===== src/rtl/flash_cmd_pkg.sv =====
`timescale 1ns/1ps
package flash_cmd_pkg;
  localparam int DATA_W = 8;

  typedef enum logic [2:0] {
    ST_READ, ST_UNL1, ST_UNL2, ST_AUTO,
    ST_PROG, ST_ERS0, ST_ERS1, ST_ERS2
  } fcd_state_e;

  localparam logic [7:0] D_UNL_A = 8'hAA;
  localparam logic [7:0] D_UNL_B = 8'h55;
  localparam logic [7:0] D_RESET = 8'hF0;
  localparam logic [7:0] D_PROG  = 8'hA0;
  localparam logic [7:0] D_AUTO  = 8'h90;
  localparam logic [7:0] D_ERS   = 8'h80;
  localparam logic [7:0] D_CHIP  = 8'h10;
  localparam logic [7:0] D_SECT  = 8'h30;
  localparam logic [7:0] D_SUSP  = 8'hB0;

  localparam logic [7:0] ID_MFR0 = 8'h7F;
  localparam logic [7:0] ID_MFR1 = 8'h1C;
  localparam logic [7:0] ID_TOP  = 8'h92;
  localparam logic [7:0] ID_BOT  = 8'h97;
endpackage


===== src/rtl/fcd_match.sv =====
`timescale 1ns/1ps
module fcd_match
  import flash_cmd_pkg::*;
#(
  parameter int CMD_AW = 12
) (
  input  logic [CMD_AW-1:0] addr_i,
  input  logic [DATA_W-1:0] data_i,
  output logic              unl_a_hit_o,
  output logic              unl_b_hit_o,
  output logic              cmd_at_o
);
  localparam logic [CMD_AW-1:0] A_CMD = CMD_AW'('h555);
  localparam logic [CMD_AW-1:0] A_ALT = CMD_AW'('hAAA);

  assign cmd_at_o    = (addr_i == A_CMD);
  assign unl_a_hit_o = cmd_at_o && (data_i == D_UNL_A);
  assign unl_b_hit_o = (addr_i == A_ALT) && (data_i == D_UNL_B);
endmodule


===== src/rtl/fcd_fsm.sv =====
`timescale 1ns/1ps
module fcd_fsm
  import flash_cmd_pkg::*;
#(
  parameter int ADDR_W = 18
) (
  input  logic              clk_i,
  input  logic              rst_ni,
  input  logic              wr_i,
  input  logic [ADDR_W-1:0] addr_i,
  input  logic [DATA_W-1:0] data_i,
  input  logic              prog_busy_i,
  input  logic              erase_busy_i,
  input  logic              erase_susp_i,
  input  logic              unl_a_hit_i,
  input  logic              unl_b_hit_i,
  input  logic              cmd_at_i,
  output logic              autosel_o,
  output logic              prog_go_o,
  output logic              chip_erase_go_o,
  output logic              sector_erase_go_o,
  output logic              suspend_o,
  output logic              resume_o,
  output logic [ADDR_W-1:0] cmd_addr_o,
  output logic [DATA_W-1:0] cmd_data_o
);
  fcd_state_e st_q, st_d;
  logic prog_d, chip_d, sect_d, susp_d, res_d, lat;

  always_comb begin
    st_d   = st_q;
    prog_d = 1'b0;
    chip_d = 1'b0;
    sect_d = 1'b0;
    susp_d = 1'b0;
    res_d  = 1'b0;
    lat    = 1'b0;
    if (wr_i && !prog_busy_i) begin
      if (erase_susp_i) begin
        res_d = (data_i == D_SECT);
      end else if (erase_busy_i) begin
        susp_d = (data_i == D_SUSP);
      end else begin
        st_d = ST_READ;  // default: any mismatch or F0h lands here
        unique case (st_q)
          ST_READ, ST_AUTO: if (unl_a_hit_i) st_d = ST_UNL1;
          ST_UNL1:          if (unl_b_hit_i) st_d = ST_UNL2;
          ST_UNL2: begin
            if (cmd_at_i) begin
              if (data_i == D_PROG)      st_d = ST_PROG;
              else if (data_i == D_AUTO) st_d = ST_AUTO;
              else if (data_i == D_ERS)  st_d = ST_ERS0;
            end
          end
          ST_PROG: begin
            prog_d = 1'b1;
            lat    = 1'b1;
          end
          ST_ERS0: if (unl_a_hit_i) st_d = ST_ERS1;
          ST_ERS1: if (unl_b_hit_i) st_d = ST_ERS2;
          ST_ERS2: begin
            if (cmd_at_i && data_i == D_CHIP) begin
              chip_d = 1'b1;
            end else if (data_i == D_SECT) begin
              sect_d = 1'b1;
              lat    = 1'b1;
            end
          end
          default: st_d = ST_READ;
        endcase
      end
    end
  end

  always_ff @(posedge clk_i or negedge rst_ni) begin
    if (!rst_ni) begin
      st_q              <= ST_READ;
      prog_go_o         <= 1'b0;
      chip_erase_go_o   <= 1'b0;
      sector_erase_go_o <= 1'b0;
      suspend_o         <= 1'b0;
      resume_o          <= 1'b0;
      cmd_addr_o        <= '0;
      cmd_data_o        <= '0;
    end else begin
      st_q              <= st_d;
      prog_go_o         <= prog_d;
      chip_erase_go_o   <= chip_d;
      sector_erase_go_o <= sect_d;
      suspend_o         <= susp_d;
      resume_o          <= res_d;
      if (lat) begin
        cmd_addr_o <= addr_i;
        cmd_data_o <= data_i;
      end
    end
  end

  assign autosel_o = (st_q == ST_AUTO);


  prog_src_chk: assert property (@(posedge clk_i) disable iff (!rst_ni)
    prog_go_o |-> $past(wr_i) && !$past(prog_busy_i) && cmd_data_o == $past(data_i)
                  && cmd_addr_o == $past(addr_i));

  sect_src_chk: assert property (@(posedge clk_i) disable iff (!rst_ni)
    sector_erase_go_o |-> $past(wr_i) && $past(data_i) == D_SECT && cmd_addr_o == $past(addr_i));

  one_go_chk: assert property (@(posedge clk_i) disable iff (!rst_ni)
    $onehot0({prog_go_o, chip_erase_go_o, sector_erase_go_o, suspend_o, resume_o}));

  busy_hold_chk: assert property (@(posedge clk_i) disable iff (!rst_ni)
    (wr_i && prog_busy_i) |=> $stable(st_q) && !prog_go_o && !chip_erase_go_o
                              && !sector_erase_go_o && !suspend_o && !resume_o);

  susp_src_chk: assert property (@(posedge clk_i) disable iff (!rst_ni)
    suspend_o |-> $past(erase_busy_i) && !$past(erase_susp_i) && $past(data_i) == D_SUSP);

  res_src_chk: assert property (@(posedge clk_i) disable iff (!rst_ni)
    resume_o |-> $past(erase_susp_i) && $past(wr_i) && $past(data_i) == D_SECT);
endmodule


===== src/rtl/fcd_id.sv =====
`timescale 1ns/1ps
module fcd_id
  import flash_cmd_pkg::*;
#(
  parameter int SECT_W   = 5,
  parameter bit TOP_BOOT = 1'b1,
  localparam int NSECT   = 1 << SECT_W
) (
  input  logic              autosel_i,
  input  logic              bank_i,
  input  logic [1:0]        off_i,
  input  logic [SECT_W-1:0] sect_i,
  input  logic [NSECT-1:0]  prot_i,
  output logic [DATA_W-1:0] id_o
);
  logic [DATA_W-1:0] dev_code;

  if (TOP_BOOT) begin : g_top
    assign dev_code = ID_TOP;
  end else begin : g_bot
    assign dev_code = ID_BOT;
  end

  always_comb begin
    id_o = '0;
    if (autosel_i) begin
      unique case (off_i)
        2'b00: id_o = bank_i ? ID_MFR1 : ID_MFR0;
        2'b01: id_o = bank_i ? dev_code : ID_MFR0;
        2'b10: id_o = {{(DATA_W-1){1'b0}}, prot_i[sect_i]};
        default: id_o = '0;
      endcase
    end
  end
endmodule


===== src/rtl/flash_cmd_decoder.sv =====
`timescale 1ns/1ps
module flash_cmd_decoder
  import flash_cmd_pkg::*;
#(
  parameter int ADDR_W   = 18,
  parameter int SECT_LSB = 13,
  parameter int CMD_AW   = 12,
  parameter bit TOP_BOOT = 1'b1,
  localparam int SECT_W  = ADDR_W - SECT_LSB,
  localparam int NSECT   = 1 << SECT_W
) (
  input  logic              clk_i,
  input  logic              rst_ni,
  input  logic              wr_i,
  input  logic [ADDR_W-1:0] addr_i,
  input  logic [DATA_W-1:0] data_i,
  input  logic              prog_busy_i,
  input  logic              erase_busy_i,
  input  logic              erase_susp_i,
  input  logic [NSECT-1:0]  sector_prot_i,
  output logic              prog_go_o,
  output logic              chip_erase_go_o,
  output logic              sector_erase_go_o,
  output logic              suspend_o,
  output logic              resume_o,
  output logic [ADDR_W-1:0] cmd_addr_o,
  output logic [DATA_W-1:0] cmd_data_o,
  output logic [SECT_W-1:0] cmd_sector_o,
  output logic              autosel_o,
  output logic [DATA_W-1:0] id_data_o
);
  logic unl_a_hit, unl_b_hit, cmd_at;

  fcd_match #(.CMD_AW(CMD_AW)) u_match (
    .addr_i      (addr_i[CMD_AW-1:0]),
    .data_i      (data_i),
    .unl_a_hit_o (unl_a_hit),
    .unl_b_hit_o (unl_b_hit),
    .cmd_at_o    (cmd_at)
  );

  fcd_fsm #(.ADDR_W(ADDR_W)) u_fsm (
    .clk_i             (clk_i),
    .rst_ni            (rst_ni),
    .wr_i              (wr_i),
    .addr_i            (addr_i),
    .data_i            (data_i),
    .prog_busy_i       (prog_busy_i),
    .erase_busy_i      (erase_busy_i),
    .erase_susp_i      (erase_susp_i),
    .unl_a_hit_i       (unl_a_hit),
    .unl_b_hit_i       (unl_b_hit),
    .cmd_at_i          (cmd_at),
    .autosel_o         (autosel_o),
    .prog_go_o         (prog_go_o),
    .chip_erase_go_o   (chip_erase_go_o),
    .sector_erase_go_o (sector_erase_go_o),
    .suspend_o         (suspend_o),
    .resume_o          (resume_o),
    .cmd_addr_o        (cmd_addr_o),
    .cmd_data_o        (cmd_data_o)
  );

  fcd_id #(.SECT_W(SECT_W), .TOP_BOOT(TOP_BOOT)) u_id (
    .autosel_i (autosel_o),
    .bank_i    (addr_i[8]),
    .off_i     (addr_i[1:0]),
    .sect_i    (addr_i[ADDR_W-1:SECT_LSB]),
    .prot_i    (sector_prot_i),
    .id_o      (id_data_o)
  );

  assign cmd_sector_o = cmd_addr_o[ADDR_W-1:SECT_LSB];
endmodule


===== config.mk =====
export PLATFORM = sky130hd
export DESIGN_NAME = flash_cmd_decoder
export DESIGN_NICKNAME = d
export VERILOG_FILES = /design/src/rtl/flash_cmd_pkg.sv /design/src/rtl/fcd_match.sv /design/src/rtl/fcd_fsm.sv /design/src/rtl/fcd_id.sv /design/src/rtl/flash_cmd_decoder.sv
export SDC_FILE = /design/constraint.sdc
export NUM_CORES = 1
export LEC_CHECK = 0
export BUFFER_PORTS_ARGS = -buffer_cell sky130_fd_sc_hd__buf_2
export CELL_PAD_IN_SITES_DETAIL_PLACEMENT = 1
export CELL_PAD_IN_SITES_GLOBAL_PLACEMENT = 2
export CORE_MARGIN = 5
export CORE_UTILIZATION = 24
export CTS_CLUSTER_SIZE = 25
export DETAILED_ROUTE_END_ITERATION = 16
export GPL_TIMING_DRIVEN = 0
export PLACE_DENSITY = 0.8
export SYNTH_ARGS = -nofsm -noshare
export SYNTH_HDL_FRONTEND = slang
export SYNTH_SLANG_ARGS = --single-unit

===== constraint.sdc =====
create_clock -name clk_i -period 1.9 [get_ports clk_i]
set_input_delay 0.285 -clock clk_i [delete_from_list [all_inputs] [get_ports clk_i]]
set_output_delay 0.285 -clock clk_i [all_outputs]
set_load 0.01 [all_outputs]

Word-level counts from Yosys, hierarchy flattened
Index checks and enable logic that the tools add are counted.

word-level totals
  flip-flop bits (word level) = 34

operators by class
  bitwise operators = 2
  muxes and demuxes = 39
  eq/ne operators = 19
  $lt $le $gt $ge = 1
  reduce and logical (&&, ||, !) cells = 9

operator list
  cell                                                 number
  == test 8 bit (second input constant)                5
  2-to-1 mux 1 bit                                     25
  one-hot mux 8 bit (3 select lines)                   1
  2-to-1 mux 3 bit                                     6
  2-to-1 mux 8 bit                                     2
  one-hot mux 3 bit (5 select lines)                   1
  == test 12 x 11 -> 1 bit (second input constant)     1
  == test 12 bit (second input constant)               1
  == test 3 bit (second input constant)                4
  == test 8 x 5 -> 1 bit (second input constant)       1
  == test 8 x 6 -> 1 bit (second input constant)       1
  == test 8 x 7 -> 1 bit (second input constant)       1
  2-to-1 mux 7 bit                                     1
  == test 3 x 2 -> 1 bit (second input constant)       2
  < comparator 5 x 6 -> 1 bit (second input constant)  1
  binary-select mux 1 bit (select 5 bit)               1
  logical AND 1 bit                                    4
  == test 3 x 1 -> 1 bit (second input constant)       1
  logical NOT 3 bit                                    1
  AND reduction 3 bit                                  1
  == test 2 x 1 -> 1 bit (second input constant)       1
  == test 2 bit (second input constant)                1
  logical NOT 2 bit                                    1
  2-to-1 mux 2 bit                                     1
  4 further kinds                                      5

Longest topological paths before layout
Gate-level depths: netlist of the first run.

  word-level depth = 7
  gate-level depth with buffers = 8
  gate-level depth less buffers = 5

Hierarchy
Synthesis of the first run repeated with hierarchy kept, for this count alone.

second synthesis, totals
  cell total of the unflattened synthesis = 166
  area, all modules = 2,114.5 um2

modules (own cells, without submodules)
  module             sequential area each (um2)  cells an instance  area an instance (um2)  instances
  fcd_fsm            850.8                       108                1,552.7                 1
  fcd_id             0.0                         39                 395.4                   1
  fcd_match          0.0                         14                 128.9                   1
  flash_cmd_decoder  0.0                         5                  37.5                    1

Worst setup path before layout of the first run
OpenSTA, ideal clock, no wires.

  path kind = input to output
  from = in addr_i[13]
  to = out id_data_o[0]
  path buffers = 1
  data arrival time = 1.756 ns
  stages on the path = 6
  setup slack = -0.141 ns
  path through = buf_2 mux4_1 mux2_2 o2111ai_1 a21oi_1 a311o_1

between the ends
  longest elaborated chain between the ends = 4

ends and longest elaborated chain
  item                                    RTL line                 source
  start: declaration                      flash_cmd_decoder.sv:15  input logic [ADDR_W-1:0] addr_i,
  binary-select mux 1 bit (select 5 bit)  fcd_id.sv:30             2'b10: id_o = {{(DATA_W-1){1'b0}}, prot_i[sect_i]};
  2-to-1 mux 1 bit (implied by the code)  fcd_id.sv:30
  one-hot mux 8 bit (3 select lines)      fcd_id.sv:27             unique case (off_i)
  2-to-1 mux 8 bit                        fcd_id.sv:26             if (autosel_i) begin
  end: declaration                        flash_cmd_decoder.sv:30  output logic [DATA_W-1:0] id_data_o

Every way passes these cells. The select of a mux whose other input is x is not followed.

Final worst setup path of the first run
  from = in addr_i[14]
  to = out id_data_o[0]

Same word-level chain as after synthesis.

==> metrics.txt, run 1 <==
xor/xnor share of the synthesized area 0; RSZ-0062 raised after global routing yes; post-synth cell types 39; Syn Inst Count 171; drt first pass iters 4; global-route wire length before repair 10920 um; ys flop type dfrtp_1; GRT Overall Usage 0.1356; hpwl dp 5258 um; Max Used Layer met4; Slew @ Worst Pin 0.8060 ns; worst r2r dst u_fsm.cmd_data_o[2]$_DFFE_PN0P_; Slew HR 0.4626; most frequent cells in the layout buf_2, dfrtp_1, mux2_2, buf_4; crit-path max FO 6; commonest non-fill, non-tap cell in the layout buf_2; Die Y between 100 and 150 um; violated checks setup timing; number of global-route vias before repair 2099; internal reg-to-reg setup slack 0.12 ns; Max Fclk around 470 MHz; total number of vias 1878; 1st-iter DRT viols 34; Die Wd between 100 and 150 um; Core Util, Final 0.3522; NumNets Final between 300 and 400; Post-Synthesis Cell Area 2019 um^2; Root Driver clkbuf_8; Leak 0.001440 uW; Final Setup Violations 1; Setup crit start kind input port; DR WL met2 3322 um; origin of the critical flop-to-flop path u_fsm.st_q[0]$_DFFE_PN0P_; Final Wtd Congestion 0.8001; Yosys reg bits 34; antenna violations before repair 0; yosys warns 0; TNS Setup -0.2183 ns; Worst Hold Class in2async; Crit path arrival time ~1.8 ns; top cells by area, synth dfrtp_1, mux2_2, mux4_1; Clock Latency Late Sink a little under 0.3 ns; DRC 0; Crit Path Class in2out; CP required 1.62 ns; r2r worst-path depth 6; Area Overhead vs Synth 43.31%; Syn Nets 235; detailed-route wire length per cell 17.04 um; Max-cap violations 0; multiplexer share of the synthesized area 0.2608; row cnt 33; met3 WL 506 um; Slew Viols, Final 0; Met1 Wirelength 2822 um; die area 10350 um^2; endpoints failing hold 0; # placed instances 381; I/O pins around 110; fill cell count 975; Core Area 8217 um^2; skew final around 0.0053 ns; largest net degree at the start of global routing 35; total gr overflow 0; largest family of logic cells by synthesized area multiplexers; Num CTS Buffers 5; Post-Synth Simple-Gate Area 0.1976; Yosys top cell area share 0.4213; Post-synth EDFFs 0; final WL 6713 um; Hold WS 0.07745 ns; leading area contributor after synthesis dfrtp_1; cts hold-fix bufs 0; crit path from addr_i[14]; IO buf count around 110; Final Worst Setup Slack -0.2183 ns; clock-pin slew on the worst setup and hold paths 0.07 ns; fraction of registers with async set or reset after synthesis 1.000; Adder-Cell Fraction of Synth Area 0; TritonCTS clock tree yes; period utilization 1.115; Period minus WS final 2.118 ns; status finished with violations; number of inserted diodes 0; CP Capture Type primary output; CTS Buffer Depth 2; Synth Area in Compound Gates 0.06010; Synth Area per Inst 11.81 um^2; Worst VDD drop 275.7 uV; starting density of the core 0.2458; H-tree Lvls 2; via/cell ratio 4.766; fraction of layout cells with a size suffix above 1 0.6298; Pwr Density slightly above 900 nW/um^2; CTS sink cnt 34; sequential cell area fraction in the yosys report 0.4213; fin cells 394; Routed Antenna Nets 0
where the power goes:
part	switching, uW	leakage [uW]	internal [uW]
registers	125	0.000438	944
logic	443	0.000944	519
clock network	281	0.0000579	386
total	849	0.00144	1850
cell type report:
cell class / count / area [um^2] / area share
inverters: 3 / 11.26 / 0.003891
plain buffers: 14 / 132.6 / 0.04583
multi-input cells: 119 / 1086 / 0.3753
well taps: 105 / 131.4 / 0.04540
clock inverters: 3 / 40.04 / 0.01383
repair buffers: 111 / 570.5 / 0.1971
flip-flops and latches: 34 / 853.3 / 0.2949
clock buffers: 5 / 68.82 / 0.02378
synthesized netlist by cell type (4+ instances only):
cell      instances
nand2_1           4
nor2_1           10
nor4bb_1          6
nor3_1            5
dfrtp_1          34
nand4_1           9
mux4_1            6
o21ai_0           7
nand3_1           5
buf_4             8
mux2_2           27
nand2b_1          4
a21oi_1           5
state kept, by name, indices dropped and copies added (netlist names):
register	cells
u_fsm.prog_go_o	1
u_fsm.chip_erase_go_o	1
u_fsm.cmd_addr_o	18
u_fsm.st_q	3
u_fsm.suspend_o	1
u_fsm.cmd_data_o	8
u_fsm.sector_erase_go_o	1
u_fsm.resume_o	1
routing by layer:
layer  GRT usage  vias up
li1            -      875
met2      0.2264       58
met1      0.1684      940
met4     0.03681        0
met3     0.04408        5
met5           0        -
metrics by stage:
stage | total power, uW | area (um^2) | worst slack (ns)
floorplan | 1576 | 2024 | -0.09264
global placement | 1997 | 2681 | -0.4749
detailed placement | 2024 | 2681 | -0.5608
CTS | 2723 | 2829 | -0.2236
global route | 2891 | 2894 | -0.2639
finish | 2698 | 2894 | -0.2183
critical path: stages:
cell	delay, ns
buf_12	0.10
mux4_2	0.48
mux4_2	0.50
a311o_1	0.32
buf_2	0.15
worst max-delay path by stage:
| stage | end | slack, ns | cells after the start |
|---|---|---|---|
| after floorplan | id_data_o[0] | -0.09 | 6 |
| after global placement | u_fsm.cmd_data_o[3]$_DFFE_PN0P_ | -0.47 | 8 |
| after detailed placement | u_fsm.cmd_data_o[2]$_DFFE_PN0P_ | -0.56 | 8 |
| after CTS | id_data_o[0] | -0.22 | 5 |
| after global routing | id_data_o[0] | -0.26 | 5 |
| final | id_data_o[0] | -0.22 | 5 |
kinds of logic (layout without fill, tap and decap cells):
| family | Yosys count | after routing |
|---|---|---|
| compound gates | 19 | 19 |
| buf+inv | 18 | 136 |
| flops | 34 | 34 |
| mux | 37 | 37 |
| simple gates | 63 | 63 |
repair_timing:
action / CTS / global route
pin swaps: 1 / 2
endpoints found under the setup margin: 33 / 28
resized for setup: 8 / 10
setup buffers: 2 / 4
Power figures use the tool's default switching activity.
==> run 2: changes to the inputs <==
--- a/config.mk
+++ b/config.mk
@@ -5,15 +5,15 @@
 export SDC_FILE = /design/constraint.sdc
 export NUM_CORES = 1
 export LEC_CHECK = 0
-export BUFFER_PORTS_ARGS = -buffer_cell sky130_fd_sc_hd__buf_2
 export CELL_PAD_IN_SITES_DETAIL_PLACEMENT = 1
 export CELL_PAD_IN_SITES_GLOBAL_PLACEMENT = 2
 export CORE_MARGIN = 5
-export CORE_UTILIZATION = 24
+export CORE_UTILIZATION = 33
 export CTS_CLUSTER_SIZE = 25
 export DETAILED_ROUTE_END_ITERATION = 16
+export DONT_BUFFER_PORTS = 1
 export GPL_TIMING_DRIVEN = 0
-export PLACE_DENSITY = 0.8
+export PLACE_DENSITY = 0.77
 export SYNTH_ARGS = -nofsm -noshare
 export SYNTH_HDL_FRONTEND = slang
 export SYNTH_SLANG_ARGS = --single-unit
==> run 2 against run 1 <==
Effect of this change:
- the flow still finishes with violations (setup timing)
- first-iteration DRC count rose by 88%
- sequential power rose by 15%
- total power fell by 17%
- sequential share of layout area rose by 6.6 points
- critical path type unchanged
- highest routed layer unchanged
==> metrics.txt, run 2 (synthesis gave the netlist of run 1 again) <==
endpoints failing hold 0 (unchanged); Max Fclk 505.2 MHz (+7.0%); total number of vias 1501 (-20%); IO buf count 0 (-100%); period utilization 1.042 (-0.07298); drt first pass iters 4 (unchanged); DRC 0 (unchanged); Root Driver clkbuf_8; number of inserted diodes 0 (unchanged); number of global-route vias before repair 1703 (-19%); H-tree Lvls 2 (unchanged); Worst Hold Class in2reg; NumNets Final 252 (-28%); CP required 1.62 ns (about the same); Core Area 5921 um^2 (-28%); max reg flops 18 (unchanged); detailed-route wire length per cell 23.34 um (+37%); fraction of layout cells with a size suffix above 1 0.4043 (-0.2255); Num CTS Buffers 5 (unchanged); Final Setup Violations 1 (unchanged); Final Worst Setup Slack -0.07958 ns (+0.1387 ns); antenna violations before repair 0 (unchanged); CTS sink cnt 34 (unchanged); hpwl dp 4837 um (-8.0%); Routed Antenna Nets 0 (unchanged); TritonCTS clock tree yes; CP Capture Type primary output; Slew Viols, Final 0 (unchanged); Slew HR 0.5166 (+0.05398); Slew @ Worst Pin 0.7153 ns (-0.09072 ns); Final Wtd Congestion 0.8200 (+2.5%); I/O pins 109 (unchanged); most frequent cells in the layout dfrtp_1, mux2_2, buf_4, nor2_1, nand4_1; Tot Pwr 2232 uW (-17%); starting density of the core 0.3411 (+0.09531); global-route wire length before repair 9556 um (-13%); row cnt 28 (-15%); Period minus WS final 1.980 ns (-0.1387 ns); largest net degree at the start of global routing 35 (unchanged); fill cell count 662 (-32%); crit-path max FO 5 (-1); biggest regs u_fsm.cmd_addr_o: 18 flops, u_fsm.cmd_data_o: 8 flops, u_fsm.st_q: 3 flops; 1st-iter DRT viols 64 (+88%); die area 7784 um^2 (-25%); Die Wd 88.23 um (-13%); fin cells 263 (-33%); Clock Latency Late Sink 0.28 ns (about the same); commonest non-fill, non-tap cell in the layout dfrtp_1; Crit Path Class in2out; RSZ-0062 raised after global routing yes; Most flops, register u_fsm.cmd_addr_o; GRT Overall Usage 0.1616 (+0.02598); TNS Setup -0.07958 ns (+0.1387 ns); skew final 0.01052 ns (+0.005232 ns); Crit path arrival time 1.69 ns (-0.14 ns); total gr overflow 0 (unchanged); Leak 0.0009878 uW (-31%); # placed instances 246 (-35%); Max-cap violations 0 (unchanged); via/cell ratio 5.707 (+20%); status finished with violations; Pwr Density 944.5 nW/um^2 (+1.3%); violated checks setup timing; Area Overhead vs Synth 17.04%; clock-pin slew on the worst setup and hold paths 0.07 ns (about the same); Worst VDD drop 528.8 uV (+92%); Die Y 88.23 um (-13%); final WL 6138 um (-8.6%); CTS Buffer Depth 2 (unchanged); Setup crit start kind input port
[run 2: cell count changes in the layout (fill, tap and decap cells not counted), moves of 2 or more]
cell	change
buf_2	-105
buf_4	+2
clkbuf_1	+2
clkinv_2	-2
[run 2: per-stage QoR]
stage                     cell area, um^2  hold slack [ns]    util  setup slack, ns
after floorplan                      2024         -0.01059       -         -0.09264
after global placement               2118        -0.009590  0.3578          -0.2058
after detailed placement             2118        -0.009597  0.3578          -0.2966
after CTS                            2282           0.1177  0.3855          -0.1215
after global routing                 2364           0.1189  0.3992          -0.1231
final                                2364           0.1249  0.3992         -0.07958
[run 2: timing repair]
item	4_1_cts	5_1_grt
pin swaps	3	2
setup endpoints to repair	7	24
hold buffers	2	0
buffers inserted	2	6
cloned	0	1
endpoints found under the hold margin	34	0
resized for setup	12	5
[run 2: final timing paths]
kind,start,endpoint,slack (ns),depth (start not counted)
max,addr_i[14],id_data_o[0],-0.08,4
max reg2reg,u_fsm.st_q[0]$_DFFE_PN0P_,u_fsm.cmd_data_o[4]$_DFFE_PN0P_,0.18,6
max in group asynchronous,rst_ni,u_fsm.st_q[0]$_DFFE_PN0P_,1.25,2
min,data_i[4],u_fsm.suspend_o$_DFF_PN0_,0.12,2
min in group asynchronous,rst_ni,u_fsm.chip_erase_go_o$_DFF_PN0_,0.46,2
min reg2reg,u_fsm.cmd_data_o[7]$_DFFE_PN0P_,u_fsm.cmd_data_o[7]$_DFFE_PN0P_,0.58,1
[run 2: report_power, final]
| group | internal [uW] | total, uW | switching, uW |
|---|---|---|---|
| Sequential | 946 | 1230 | 283 |
| Combinational | 315 | 512 | 197 |
| Clock | 252 | 491 | 239 |
[run 2: layer usage]
layer,up-vias,share of wire,global-route usage
li1,674,-,-
met2,69,0.50,0.2712
met5,-,0,0
met4,0,0.019,0.05357
met1,750,0.37,0.1888
met3,8,0.11,0.06425
[run 2: area by class of cell]
| class | count | area [um^2] | area share |
|---|---|---|---|
| Timing Repair Buffer | 11 | 115.1 | 0.04870 |
| Multi-Input combinational cell | 119 | 1081 | 0.4574 |
| Tap cell | 75 | 93.84 | 0.03970 |
| Sequential cell | 34 | 853.3 | 0.3610 |
| Inverter | 3 | 11.26 | 0.004764 |
| Buffer | 14 | 132.6 | 0.05611 |
| Clock buffer | 7 | 76.32 | 0.03229 |
[run 2: critical path, cell delays in order]
cell and delay (ns):
buf_12 0.09, mux4_2 0.49, mux4_2 0.49, a311o_1 0.33
==> run 3: changes to the inputs <==
--- a/config.mk
+++ b/config.mk
@@ -7,13 +7,13 @@
 export LEC_CHECK = 0
 export CELL_PAD_IN_SITES_DETAIL_PLACEMENT = 1
 export CELL_PAD_IN_SITES_GLOBAL_PLACEMENT = 2
-export CORE_MARGIN = 5
-export CORE_UTILIZATION = 33
+export CORE_MARGIN = 2
+export CORE_UTILIZATION = 37
 export CTS_CLUSTER_SIZE = 25
 export DETAILED_ROUTE_END_ITERATION = 16
 export DONT_BUFFER_PORTS = 1
 export GPL_TIMING_DRIVEN = 0
-export PLACE_DENSITY = 0.77
+export PLACE_DENSITY = 0.82
 export SYNTH_ARGS = -nofsm -noshare
 export SYNTH_HDL_FRONTEND = slang
 export SYNTH_SLANG_ARGS = --single-unit
==> constraint.sdc (replaced) <==
create_clock -name clk_i -period 2.13 [get_ports clk_i]
set_input_delay 0.3195 -clock clk_i [delete_from_list [all_inputs] [get_ports clk_i]]
set_output_delay 0.3195 -clock clk_i [all_outputs]
set_load 0.01 [all_outputs]
==> run 3 against run 2 <==
Effect of this change:
- the run now ends clean
- cell area shrank 3.9%
- total power shrank 9.0%
- critical path depth is the same
- largest power group unchanged
- sequential power shrank 11%
- largest cell class unchanged
- sequential cell count is the same
- hold slack gained 0.028 ns
- global-route usage grew 2.9 points
- non-clock buffer count shrank 8
==> metrics.txt, run 3 (synthesis gave the netlist of run 1 again) <==
CP required 1.81 ns (+0.19 ns); r2r worst-path depth 6 (unchanged); hpwl dp 4275 um (-12%); biggest regs u_fsm.cmd_addr_o: 18 flops, u_fsm.cmd_data_o: 8 flops, u_fsm.st_q: 3 flops; Final Setup Violations 0 (-1); Sw Share 0.3292 (+0.007305); CTS sink cnt 34 (unchanged); Tot Pwr 2032 uW (-9.0%); antenna violations before repair 0 (unchanged); internal power 1363 uW (-10%); internal reg-to-reg setup slack 0.39 ns (+0.21 ns); fraction of layout cells with a size suffix above 1 0.3591 (-0.04514); Buf/Inv on CP 1 (unchanged); die area 6065 um^2 (-22%); NumNets Final 244 (-3.2%); total number of vias 1506 (+0.33%); Setup crit start kind input port; crit-path max FO 10 (+5); Most flops, register u_fsm.cmd_addr_o; total gr overflow 0 (unchanged); Core Area 5172 um^2 (-13%); Root Driver clkbuf_8; origin of the critical flop-to-flop path u_fsm.st_q[1]$_DFFE_PN0P_; Clk pwr share 0.251 (+0.031); Pwr Density 894.1 nW/um^2 (-5.3%); Crit path arrival time 1.78 ns (+0.09 ns); Max stage delay on crit path 0.49 ns (about the same); largest net degree at the start of global routing 35 (unchanged); period utilization 0.9859; drt first pass iters 4 (unchanged); crit path from addr_i[14]; GRT Overall Usage 0.1908 (+0.02924); most frequent cells in the layout dfrtp_1, mux2_2, nor2_1, nand4_1, buf_4; max reg flops 18 (unchanged); Post-Place Cell Area 2107 um^2 (-0.53%); Routed Antenna Nets 0 (unchanged); fill cell count 554 (-16%); skew final 0.004931 ns (-0.005587 ns); Die Y 77.88 um (-12%); H-tree Lvls 2 (unchanged); combinational power share 0.212 (-0.017); clock-pin slew on the worst setup and hold paths 0.07 ns (about the same); Leak 0.0009416 uW (-4.7%); Worst VDD drop 318.1 uV (-40%); I/O pins 109 (unchanged); Crit Path Class in2out; Slew HR 0.5247 (+0.008069); endpoints failing hold 0 (unchanged); commonest non-fill, non-tap cell in the layout dfrtp_1; status complete, no violations; CTS Buffer Depth 2 (unchanged); Finished Cell Area 2272 um^2 (-3.9%); instance count on the critical path 4 (unchanged); global-route wire length before repair 9073 um (-5.1%); worst hold path startpoint data_i[4]; Clock Latency Late Sink 0.29 ns (about the same); worst r2r dst u_fsm.cmd_addr_o[7]$_DFFE_PN0P_; TritonCTS clock tree yes; row cnt 26 (-7.1%); Num CTS Buffers 5 (unchanged); via/cell ratio 6.000 (+5.1%); Worst setup endpoint id_data_o[0]; Period minus WS final 2.100 ns; Area Overhead vs Synth 12.52%; Slew Viols, Final 0 (unchanged); Die Wd 77.88 um (-12%); CP Capture Type primary output; cell chain of the critical path buf_12 -> mux4_2 -> mux4_2 -> a311o_1; P_sw 668.9 uW (-6.9%); Final Wtd Congestion 0.8683 (+5.9%); detailed-route wire length per cell 21.92 um (-6.1%); IO buf count 0 (unchanged); Sequential Power Share 0.538 (-0.013); Worst Hold Class in2reg; Crit path max-delay family multiplexers; DRC 0 (unchanged); number of global-route vias before repair 1714 (+0.65%); Max Fclk 476.2 MHz; Max-cap violations 0 (unchanged); most used cell, CP mux4_2; Slew @ Worst Pin 0.7034 ns (-0.01194 ns); 1st-iter DRT viols 104 (+63%); number of inserted diodes 0 (unchanged); RSZ-0062 raised after global routing yes; critical path's slowest cell mux4_2; final WL 5503 um (-10%); starting density of the core 0.3904 (+0.04934)
## run 3: timing repair
| action | 4_1_cts | 5_1_grt |
|---|---|---|
| setup buffers | 0 | 0 |
| setup endpoints to repair | 3 | 4 |
| hold endpoints to repair | 34 | 0 |
| hold buffers | 2 | 0 |
| pin swaps | 0 | 2 |
| resized for setup | 4 | 16 |
## run 3: routing by layer
metal  vias to the layer above  global-route usage  wire length [um]
met5                         -                   0                 0
met4                         0             0.06429                92
met3                         9             0.04767               319
met2                        76              0.3440              3021
met1                       756              0.2187              2070
li1                        665                   -                 -
## run 3: per-stage QoR
| step | cells | worst slack (ns) | hold slack [ns] | TNS, ns | util |
|---|---|---|---|---|---|
| after global routing | 251 | -0.03113 | 0.1531 | -0.03703 | 0.4393 |
| final | 251 | 0.02994 | 0.1526 | 0 | 0.4393 |
| after detailed placement | 241 | -0.1166 | 0.02488 | -1.852 | 0.4074 |
| after floorplan | 171 | 0.02003 | 0.02391 | 0 | - |
| after CTS | 251 | -0.05329 | 0.1547 | -0.05329 | 0.4335 |
| after global placement | 241 | -0.08120 | 0.02479 | -0.9453 | 0.4074 |
## run 3: how the worst min path moves through the flow
stage	end	slack (ns)	depth (start not counted)
after floorplan	u_fsm.chip_erase_go_o$_DFF_PN0_	0.02	0
after global placement	u_fsm.resume_o$_DFF_PN0_	0.02	0
after detailed placement	u_fsm.resume_o$_DFF_PN0_	0.02	0
after CTS	u_fsm.suspend_o$_DFF_PN0_	0.15	2
after global routing	u_fsm.suspend_o$_DFF_PN0_	0.15	2
final	u_fsm.suspend_o$_DFF_PN0_	0.15	2
## run 3: power groups by stage
stage,registers [uW],logic [uW],clock network (uW)
after CTS,1100,426,517
after global routing,1120,473,551
final,1090,430,509
after detailed placement,1110,402,0
after floorplan,1050,349,0
after global placement,1100,385,0
## run 3: final cells by class
cell class / count / area, um^2 / area share
Multi-Input combinational cell: 119 / 1066 / 0.4692
Sequential cell: 34 / 852.1 / 0.3750
Buffer: 15 / 130.1 / 0.05727
Tap cell: 70 / 87.58 / 0.03855
Clock buffer: 6 / 82.58 / 0.03634
Timing Repair Buffer: 2 / 30.03 / 0.01322
Clock inverter: 2 / 12.51 / 0.005507
Inverter: 3 / 11.26 / 0.004956
## run 3: worst register-to-register path: stages (launching register included)
cell and delay [ns]:
dfrtp_1 0.45, nand2_1 0.19, nor2_1 0.15, o21ba_2 0.13, buf_4 0.18, buf_6 0.17
mux2_2 0.35
